[src/rtl/sata_tf_pkg.sv]
package sata_tf_pkg;
   typedef enum logic [1:0] {
      FIS_REG_D2H   = 2'd0,
      FIS_PIO_SETUP = 2'd1,
      FIS_SET_BITS  = 2'd2,
      FIS_SIGNATURE = 2'd3
   } fis_kind_e;

   localparam logic [15:0] TF_RESET_VAL  = 16'h007F;
   localparam logic [31:0] SIG_RESET_VAL = 32'hFFFF_FFFF;
   localparam logic [31:0] SIG_NONE      = 32'h0000_0000;
   localparam logic [31:0] SIG_DISK      = 32'h0000_0101;
   localparam logic [31:0] SIG_PACKET    = 32'hEB14_0101;
   localparam logic [7:0]  STAT_ERR_BIT  = 8'h01;
endpackage

[src/rtl/tf_shadow_reg.sv]
module tf_shadow_reg
   import sata_tf_pkg::*;
#(
   parameter int          BYTE_W    = 8,
   parameter logic [7:0]  KEEP_MASK = 8'h88
) (
   input  logic                clk,
   input  logic                rst_n,
   input  logic                port_rst,
   input  logic                ev_valid,
   input  fis_kind_e           ev_kind,
   input  logic [BYTE_W-1:0]   ev_error,
   input  logic [BYTE_W-1:0]   ev_status,
   output logic [2*BYTE_W-1:0] tf_q,
   output logic                irq_err,
   output logic                irq_sdb
);
   localparam int TF_W = 2 * BYTE_W;

   if (BYTE_W != 8) begin : g_bad_width
      $error("tf_shadow_reg: BYTE_W must be 8");
   end

   logic [BYTE_W-1:0] merged_stat;
   logic              full_load;
   logic              sdb_load;

   // Per-bit merge: kept bits hold the old value, the rest take the new one.
   for (genvar b = 0; b < BYTE_W; b++) begin : g_merge
      if (KEEP_MASK[b]) begin : g_keep
         assign merged_stat[b] = tf_q[b];
      end else begin : g_take
         assign merged_stat[b] = ev_status[b];
      end
   end

   assign full_load = ev_valid && (ev_kind == FIS_REG_D2H || ev_kind == FIS_PIO_SETUP);
   assign sdb_load  = ev_valid && (ev_kind == FIS_SET_BITS);

   always_ff @(posedge clk) begin
      if (!rst_n || port_rst) begin
         tf_q    <= TF_RESET_VAL[TF_W-1:0];
         irq_err <= 1'b0;
         irq_sdb <= 1'b0;
      end else begin
         irq_err <= full_load && ((ev_status & STAT_ERR_BIT) != '0);
         irq_sdb <= sdb_load;
         if (full_load) begin
            tf_q <= {ev_error, ev_status};
         end else if (sdb_load) begin
            tf_q <= {ev_error, merged_stat};
         end
      end
   end
endmodule

[src/rtl/sig_shadow_reg.sv]
module sig_shadow_reg
   import sata_tf_pkg::*;
#(
   parameter int DATA_W = 32
) (
   input  logic              clk,
   input  logic              rst_n,
   input  logic              port_rst,
   input  logic              ev_valid,
   input  fis_kind_e         ev_kind,
   input  logic              dev_attached,
   input  logic              dev_is_packet,
   output logic [DATA_W-1:0] sig_q
);
   if (DATA_W != 32) begin : g_bad_width
      $error("sig_shadow_reg: DATA_W must be 32");
   end

   logic [DATA_W-1:0] sig_next;

   always_comb begin
      if (!dev_attached)     sig_next = SIG_NONE;
      else if (dev_is_packet) sig_next = SIG_PACKET;
      else                    sig_next = SIG_DISK;
   end

   always_ff @(posedge clk) begin
      if (!rst_n || port_rst) begin
         sig_q <= SIG_RESET_VAL;
      end else if (ev_valid && ev_kind == FIS_SIGNATURE) begin
         sig_q <= sig_next;
      end
   end
endmodule

[src/rtl/tf_reg_read.sv]
module tf_reg_read #(
   parameter int              ADDR_W   = 8,
   parameter int              DATA_W   = 32,
   parameter int              TF_W     = 16,
   parameter logic [ADDR_W-1:0] TF_OFF   = 8'h20,
   parameter logic [ADDR_W-1:0] SIG_OFF  = 8'h24,
   parameter logic [ADDR_W-1:0] LINK_OFF = 8'h28
) (
   input  logic              clk,
   input  logic              rst_n,
   input  logic              rd,
   input  logic [ADDR_W-1:0] addr,
   input  logic [TF_W-1:0]   tf_q,
   input  logic [DATA_W-1:0] sig_q,
   input  logic [DATA_W-1:0] link_status,
   output logic [DATA_W-1:0] rdata,
   output logic              rvalid
);
   localparam int WORD_LSB = 2;

   if (TF_W > DATA_W) begin : g_bad_tf
      $error("tf_reg_read: TF_W exceeds DATA_W");
   end
   if (ADDR_W <= WORD_LSB) begin : g_bad_addr
      $error("tf_reg_read: ADDR_W too small");
   end

   logic [ADDR_W-WORD_LSB-1:0] word;
   logic [DATA_W-1:0]          mux;

   assign word = addr[ADDR_W-1:WORD_LSB];

   always_comb begin
      if (word == TF_OFF[ADDR_W-1:WORD_LSB])        mux = {{(DATA_W-TF_W){1'b0}}, tf_q};
      else if (word == SIG_OFF[ADDR_W-1:WORD_LSB])  mux = sig_q;
      else if (word == LINK_OFF[ADDR_W-1:WORD_LSB]) mux = link_status;
      else                                          mux = '0;
   end

   always_ff @(posedge clk) begin
      if (!rst_n) begin
         rdata  <= '0;
         rvalid <= 1'b0;
      end else begin
         rvalid <= rd;
         if (rd) rdata <= mux;
      end
   end
endmodule

[src/rtl/sata_tf_shadow.sv]
module sata_tf_shadow
   import sata_tf_pkg::*;
#(
   parameter int ADDR_W = 8,
   parameter int DATA_W = 32,
   parameter int BYTE_W = 8
) (
   input  logic              clk,
   input  logic              rst_n,
   input  logic              port_rst,
   input  logic              reg_wr,
   input  logic              reg_rd,
   input  logic [ADDR_W-1:0] reg_addr,
   input  logic [DATA_W-1:0] reg_wdata,
   output logic [DATA_W-1:0] reg_rdata,
   output logic              reg_rvalid,
   input  logic              fis_valid,
   input  logic [1:0]        fis_kind,
   input  logic [BYTE_W-1:0] fis_error,
   input  logic [BYTE_W-1:0] fis_status,
   input  logic              dev_attached,
   input  logic              dev_is_packet,
   input  logic [DATA_W-1:0] link_status,
   output logic              irq_tf_err,
   output logic              irq_set_bits
);
   localparam int TF_W = 2 * BYTE_W;

   fis_kind_e         kind;
   logic [TF_W-1:0]   tf_q;
   logic [DATA_W-1:0] sig_q;
   logic              unused_wr;

   assign kind = fis_kind_e'(fis_kind);
   // Every register in this slice is read-only: write traffic is discarded.
   assign unused_wr = reg_wr ^ (^reg_wdata);

   tf_shadow_reg #(.BYTE_W(BYTE_W), .KEEP_MASK(8'h88)) u_tf (
      .clk(clk), .rst_n(rst_n), .port_rst(port_rst),
      .ev_valid(fis_valid), .ev_kind(kind),
      .ev_error(fis_error), .ev_status(fis_status),
      .tf_q(tf_q), .irq_err(irq_tf_err), .irq_sdb(irq_set_bits)
   );

   sig_shadow_reg #(.DATA_W(DATA_W)) u_sig (
      .clk(clk), .rst_n(rst_n), .port_rst(port_rst),
      .ev_valid(fis_valid), .ev_kind(kind),
      .dev_attached(dev_attached), .dev_is_packet(dev_is_packet),
      .sig_q(sig_q)
   );

   tf_reg_read #(.ADDR_W(ADDR_W), .DATA_W(DATA_W), .TF_W(TF_W)) u_rd (
      .clk(clk), .rst_n(rst_n), .rd(reg_rd), .addr(reg_addr),
      .tf_q(tf_q), .sig_q(sig_q), .link_status(link_status),
      .rdata(reg_rdata), .rvalid(reg_rvalid)
   );
endmodule

[config.mk]
export PLATFORM = sky130hd
export DESIGN_NAME = sata_tf_shadow
export DESIGN_NICKNAME = d
export VERILOG_FILES = /design/src/rtl/sata_tf_pkg.sv /design/src/rtl/tf_shadow_reg.sv /design/src/rtl/sig_shadow_reg.sv /design/src/rtl/tf_reg_read.sv /design/src/rtl/sata_tf_shadow.sv
export SDC_FILE = /design/constraint.sdc
export NUM_CORES = 1
export LEC_CHECK = 0
export BUFFER_PORTS_ARGS = -buffer_cell sky130_fd_sc_hd__clkbuf_2
export CORE_ASPECT_RATIO = 0.5
export CORE_MARGIN = 2
export CORE_UTILIZATION = 44
export CTS_CLUSTER_SIZE = 25
export DETAILED_ROUTE_END_ITERATION = 12
export GPL_TIMING_DRIVEN = 0
export MAX_ROUTING_LAYER = met4
export PLACE_DENSITY_LB_ADDON = 0.12
export SLEW_MARGIN = 20
export SYNTH_ARGS = -nofsm -noshare
export SYNTH_HDL_FRONTEND = slang
export SYNTH_SLANG_ARGS = --single-unit
[constraint.sdc]
create_clock -name clk -period 2.4 [get_ports clk]
set_clock_uncertainty 0.1 [all_clocks]
set_input_delay 0.36 -clock clk [delete_from_list [all_inputs] [get_ports clk]]
set_output_delay 0.36 -clock clk [all_outputs]
set_load 0.1 [all_outputs]
Word level (Yosys, flattened, before mapping)
Cells that the tools add are included.
{"block": "word_totals", "register_bits": 83, "output_inout_bits": 35, "inputBits": 98}
{"block": "classes", "n_eq_ne": 6, "muxes": 7, "n_reduce_logical": 9}
{"op": "2-to-1 mux 32 bit", "count": 5}
{"op": "2-to-1 mux 16 bit", "count": 2}
{"op": "equality test 6 x 4 -> 1 bit, second input constant", "count": 3}
{"op": "equality test 2 bit, second input constant", "count": 2}
{"op": "logical AND 1 bit", "count": 4}
{"op": "equality test 2 x 1 -> 1 bit, second input constant", "count": 1}
{"op": "zero test 2 bit", "count": 1}
{"op": "logical OR 1 bit", "count": 2}
{"op": "nonzero test 2 bit", "count": 1}
{"op": "zero test 1 bit", "count": 1}

Longest topological paths before layout
{"block": "logic_depth", "ltp_word": 4, "mapped_depth": 5}

Modules after synthesis
From an unflattened synthesis, not the netlist that was laid out.
{"block": "hier_totals", "cells_unflattened": 362, "area_unflattened_um2": 3025.4}
{"mod": "tf_reg_read", "n_inst": 1, "area_per_inst_um2": 2008.2, "cells_each": 245}
{"mod": "tf_shadow_reg", "n_inst": 1, "area_per_inst_um2": 686.9, "cells_each": 76}
{"mod": "sig_shadow_reg", "n_inst": 1, "area_per_inst_um2": 330.3, "cells_each": 41}

Worst setup path before layout
OpenSTA, ideal clock, no wires.
{"block": "synth_path", "path_type": "input port to flip-flop", "start": "input port reg_addr[7]", "end": "register u_rd.rdata[10]", "stages": 5, "t_arrival_ns": 1.651, "slack_ns": 0.569, "path_cell_list": "or4b_1 > clkbuf_2 > o31a_1 > buf_6 > a211oi_2"}
{"block": "synth_via", "elab_chain_len": 4, "elab_cells_between_ends": 6, "classes_between": "eq/ne (3); mux (3)"}
{"element": "start: declaration", "line": "sata_tf_shadow.sv:13", "text": "input logic [ADDR_W-1:0] reg_addr,"}
{"element": "equality test 6 x 4 -> 1 bit", "line": "tf_reg_read.sv:36", "text": "else if (word == LINK_OFF[ADDR_W-1:WORD_LSB]) mux = link_status;"}
{"element": "2-to-1 mux 32 bit", "line": "tf_reg_read.sv:36"}
{"element": "2-to-1 mux 32 bit", "line": "tf_reg_read.sv:35", "text": "else if (word == SIG_OFF[ADDR_W-1:WORD_LSB]) mux = sig_q;"}
{"element": "2-to-1 mux 32 bit (*)", "line": "tf_reg_read.sv:34", "text": "if (word == TF_OFF[ADDR_W-1:WORD_LSB]) mux = {{(DATA_W-TF_W){1'b0}}, tf_q};"}
{"element": "end signal: assignment", "line": "tf_reg_read.sv:46", "text": "if (rd) rdata <= mux;"}
{"element": "end: declaration", "line": "tf_reg_read.sv:16", "text": "output logic [DATA_W-1:0] rdata,"}
Mark *: on every way between the ends. The rest lies on a longest branch, timed or not.
A chain may end at the register's enable or synchronous reset.

Worst setup path after layout
{"block": "layout_path", "start": "input port reg_addr[7]", "end": "register u_rd.rdata[8]"}
The elaborated chain is that of the path after synthesis.

==> impl_metrics.py <==
metrics = {
    "pwr": {
        "p_leak_uw": 0.00129,
        "p_per_area_nw_per_um2": 584,
        "ir_worst_vdd_mv": 0.330,
    },
    "floorplanning": {
        "pin_count": 133,
        "start_util_pct": 47.1,
        "die_y_um": 56.1,
        "die-area_um2": 6070,
        "core_region_area_um2": 5070,
        "num_rows": 18,
        "die_w_um": 108,
    },
    "placed_design": {
        "post-place-ws_ps": 108,
        "hpwl_um": 4840,
        "io_buffers": 96,
        "place_area_um2": 2960,
        "gp_congestion": 0.797,
    },
    "grt": {
        "grt.met2_usage_pct": 33.8,
        "grt_busiest_layer": "met2",
        "grt_use_met3_pct": 4.92,
        "track_usage_pct": 22.1,
        "antenna_found_initial": 0,
        "grt-ovfl-total": 0,
        "grt_use_met1_pct": 29.5,
        "grt_start_max_net_pins": 17,
        "grt_pass1_wl_um": 10200,
        "first_global_vias": 2132,
    },
    "cells_and_area": {
        "fin_nets": 469,
        "antenna_cells": 0,
        "fillCellCount": 481,
        "drive_gt1_share_pct": 32.5,
        "flow.area_growth_from_synthesis_pct": 27.8,
        "stdcell_area_um2": 3050,
    },
    "worst_setup_path": {
        "regToRegSetupSlack_ps": 1110,
        "cp.required_ps": 2530,
        "worstPathArrival_ps": 2170,
        "critPathBufInv": 3,
        "critical-path-top-delay-family": "simple AND/OR/NAND/NOR gates",
        "critPathKind": "in -> reg",
        "start_kind": "input pin",
        "cp-end-kind": "flop",
        "crit_fanout": 10,
        "crit_start": "reg_addr[7]",
        "cp_slowest_cell": "nor4b_1",
        "path_cells": "clkbuf_2 > nor4b_1 > buf_2 > buf_4 > o2111ai_1 > o21ai_0",
        "crit_path_max_incr_delay_ps": 790,
        "timing.rr.start": "u_sig.sig_q[28]$_SDFFE_PP1P_",
    },
    "cts": {
        "cts_resized": 0,
        "h-tree-depth": 2,
        "cts.clk_slew.worst_paths_ps": 100,
        "cts_tree": "built",
        "cts_buffers": 5,
        "clk_path_buf_depth": 2,
        "clkLatencyLatePin_ps": 310,
        "post_cts.repair.setup_buffers": 0,
        "hold_buffers": 0,
        "cts_sinks": 54,
        "root_buffer": "clkbuf_8",
    },
    "synthesis": {
        "yosysTopAreaCell": "dfxtp_1",
        "ys.flop_type": "dfxtp_1",
        "syn_area_um2": 2390,
        "synth_commonest_cells": "dfxtp_1 (54), nand2_1 (37), nor2b_1 (23)",
        "async_flop_share_pct": 0,
        "synth_top_area_share_pct": 45.3,
        "ys_seq_area_share_pct": 45.3,
        "synth_edf_count": 0,
        "synth.most_common_cell": "dfxtp_1",
        "synth_fp_nets": 366,
        "syn_inst": 268,
        "yosysWarnings": 0,
        "synth_cell_types": 30,
        "synthTopCellsByArea": "dfxtp_1 (45%), and4_1 (6.6%), o31a_1 (6.2%), nor2b_1 (6.0%), nand2_1 (5.8%)",
        "synth_area_per_cell_um2": 8.91,
        "synth-seq-cells": 54,
    },
    "sta": {
        "layout_setup_ws_ps": 362,
        "finalSetupTns_ps": 0,
        "rsz0062_at_grt": "false",
        "setup_viol_count_final": 0,
        "hold_viol_final": 0,
        "max_freq_ghz": 0.491,
        "worstMarginPinSlew_ps": 901,
        "fin_crit_ps": 2040,
        "finalCritPeriodShare_pct": 84.9,
        "slew_viol_final": 0,
        "maxSlewHeadroom_pct": 39.1,
    },
    "detailed_routing": {
        "vias": 2309,
        "ant_nets": 0,
        "drt-total-wl_um": 6390,
        "drtPass1Iterations": 5,
        "detail_route.wl_per_cell_um": 14.5,
        "via_per_inst": 5.22,
        "first_iter_violations": 78,
        "drc": 0,
    },
    "run": {
        "cap_violations": 0,
    },
    "worst_hold_path": {
        "worstHoldPathType": "in -> reg",
        "hp-start": "fis_kind[0]",
    },
    "run_status": {
        "status": "finished clean",
    },
}
## worst register-to-register path, delay by kind of cell, from the launching register on
kind	cells	cell delay [ps]
buffers and inverters	1	180
and+or+nand+nor	1	60
DFF	1	380
AOI/OAI and AO/OA	2	490
## logic make-up after synthesis
family / synth area share (%)
AO/OA/AOI/OAI: 19.8
buffers and inverters: 4.87
flip-flops: 45.3
multiplexers: 1.26
AND/OR/NAND/NOR: 28.8
## cell type report
class                      instances  area, um2  share of cell area, %
sequential                        54       1080                   35.4
clock buffer                       6       82.6                   2.71
clock inverter                     2       12.5                  0.410
inverter                           1       3.75                  0.123
buffer                            26        113                   3.69
timing repair buffer              96        480                   15.8
tap                               70       87.6                   2.87
multi-input combinational        187       1190                   39.0
## sequential cells by signal, summed over array words and instances, names as in the netlist
signal        cells
u_tf.irq_sdb      1
u_tf.tf_q        16
u_sig.sig_q       3
u_rd.rvalid       1
u_rd.rdata       32
u_tf.irq_err      1
## final timing paths
path,endpoint,cells after the start
hold / removal,u_tf.irq_sdb$_SDFF_PP0_,2
hold reg to reg,u_tf.tf_q[14]$_SDFFE_PP0P_,2
setup reg to reg,u_rd.rdata[13]$_SDFFE_PN0P_,4
setup / recovery,u_rd.rdata[8]$_SDFFE_PN0P_,6
## power breakdown
part / leakage [uW] / switching (uW) / internal (uW)
sequential: 0.000440 / 13.3 / 921
combinational: 0.000804 / 228 / 88.9
clock: 0.0000472 / 297 / 233
total: 0.00129 / 539 / 1240
## per-layer routing
metal / vias to the layer above / share of wire, %
li1: 1171 / -
met5: - / 0
met4: 0 / 0.42
met3: 2 / 5.5
met2: 75 / 44
met1: 1061 / 50
## stage by stage
step | power, uW | hold slack [ps] | std cells | util [%]
global route | 1860 | 141 | 442 | 60.2
detailed placement | 1270 | 350 | 434 | 58.3
CTS | 1800 | 137 | 442 | 60.2
floorplan | 1170 | 332 | 268 | -
global placement | 1270 | 341 | 434 | 58.3
finish | 1780 | 144 | 442 | 60.2
## layout by cell type, fill, tap and decap left out
cell type	synthesis	final
a21oi_1	8	8
clkinvlp_4	0	1
or4b_1	1	1
a211oi_1	4	4
o31a_1	17	17
clkinv_2	0	1
and2_1	1	1
buf_2	2	2
a21boi_0	1	1
o2111ai_1	1	1
buf_6	1	1
clkbuf_1	21	21
inv_1	1	1
nand3_1	21	21
nor3b_1	2	2
nor2_1	1	1
a211oi_2	10	10
o21ai_0	16	16
a21bo_2	1	1
dfxtp_1	54	54
buf_4	1	1
mux2i_1	3	3
or3b_2	1	1
nand2b_1	3	3
nor3_1	14	14
nor2b_1	23	23
and4_1	18	18
nor4b_1	1	1
clkbuf_2	1	97
o211ai_1	1	1
nand2_1	37	37
clkbuf_8	0	6
o31ai_1	2	2
Power figures use the tool's default switching activity.
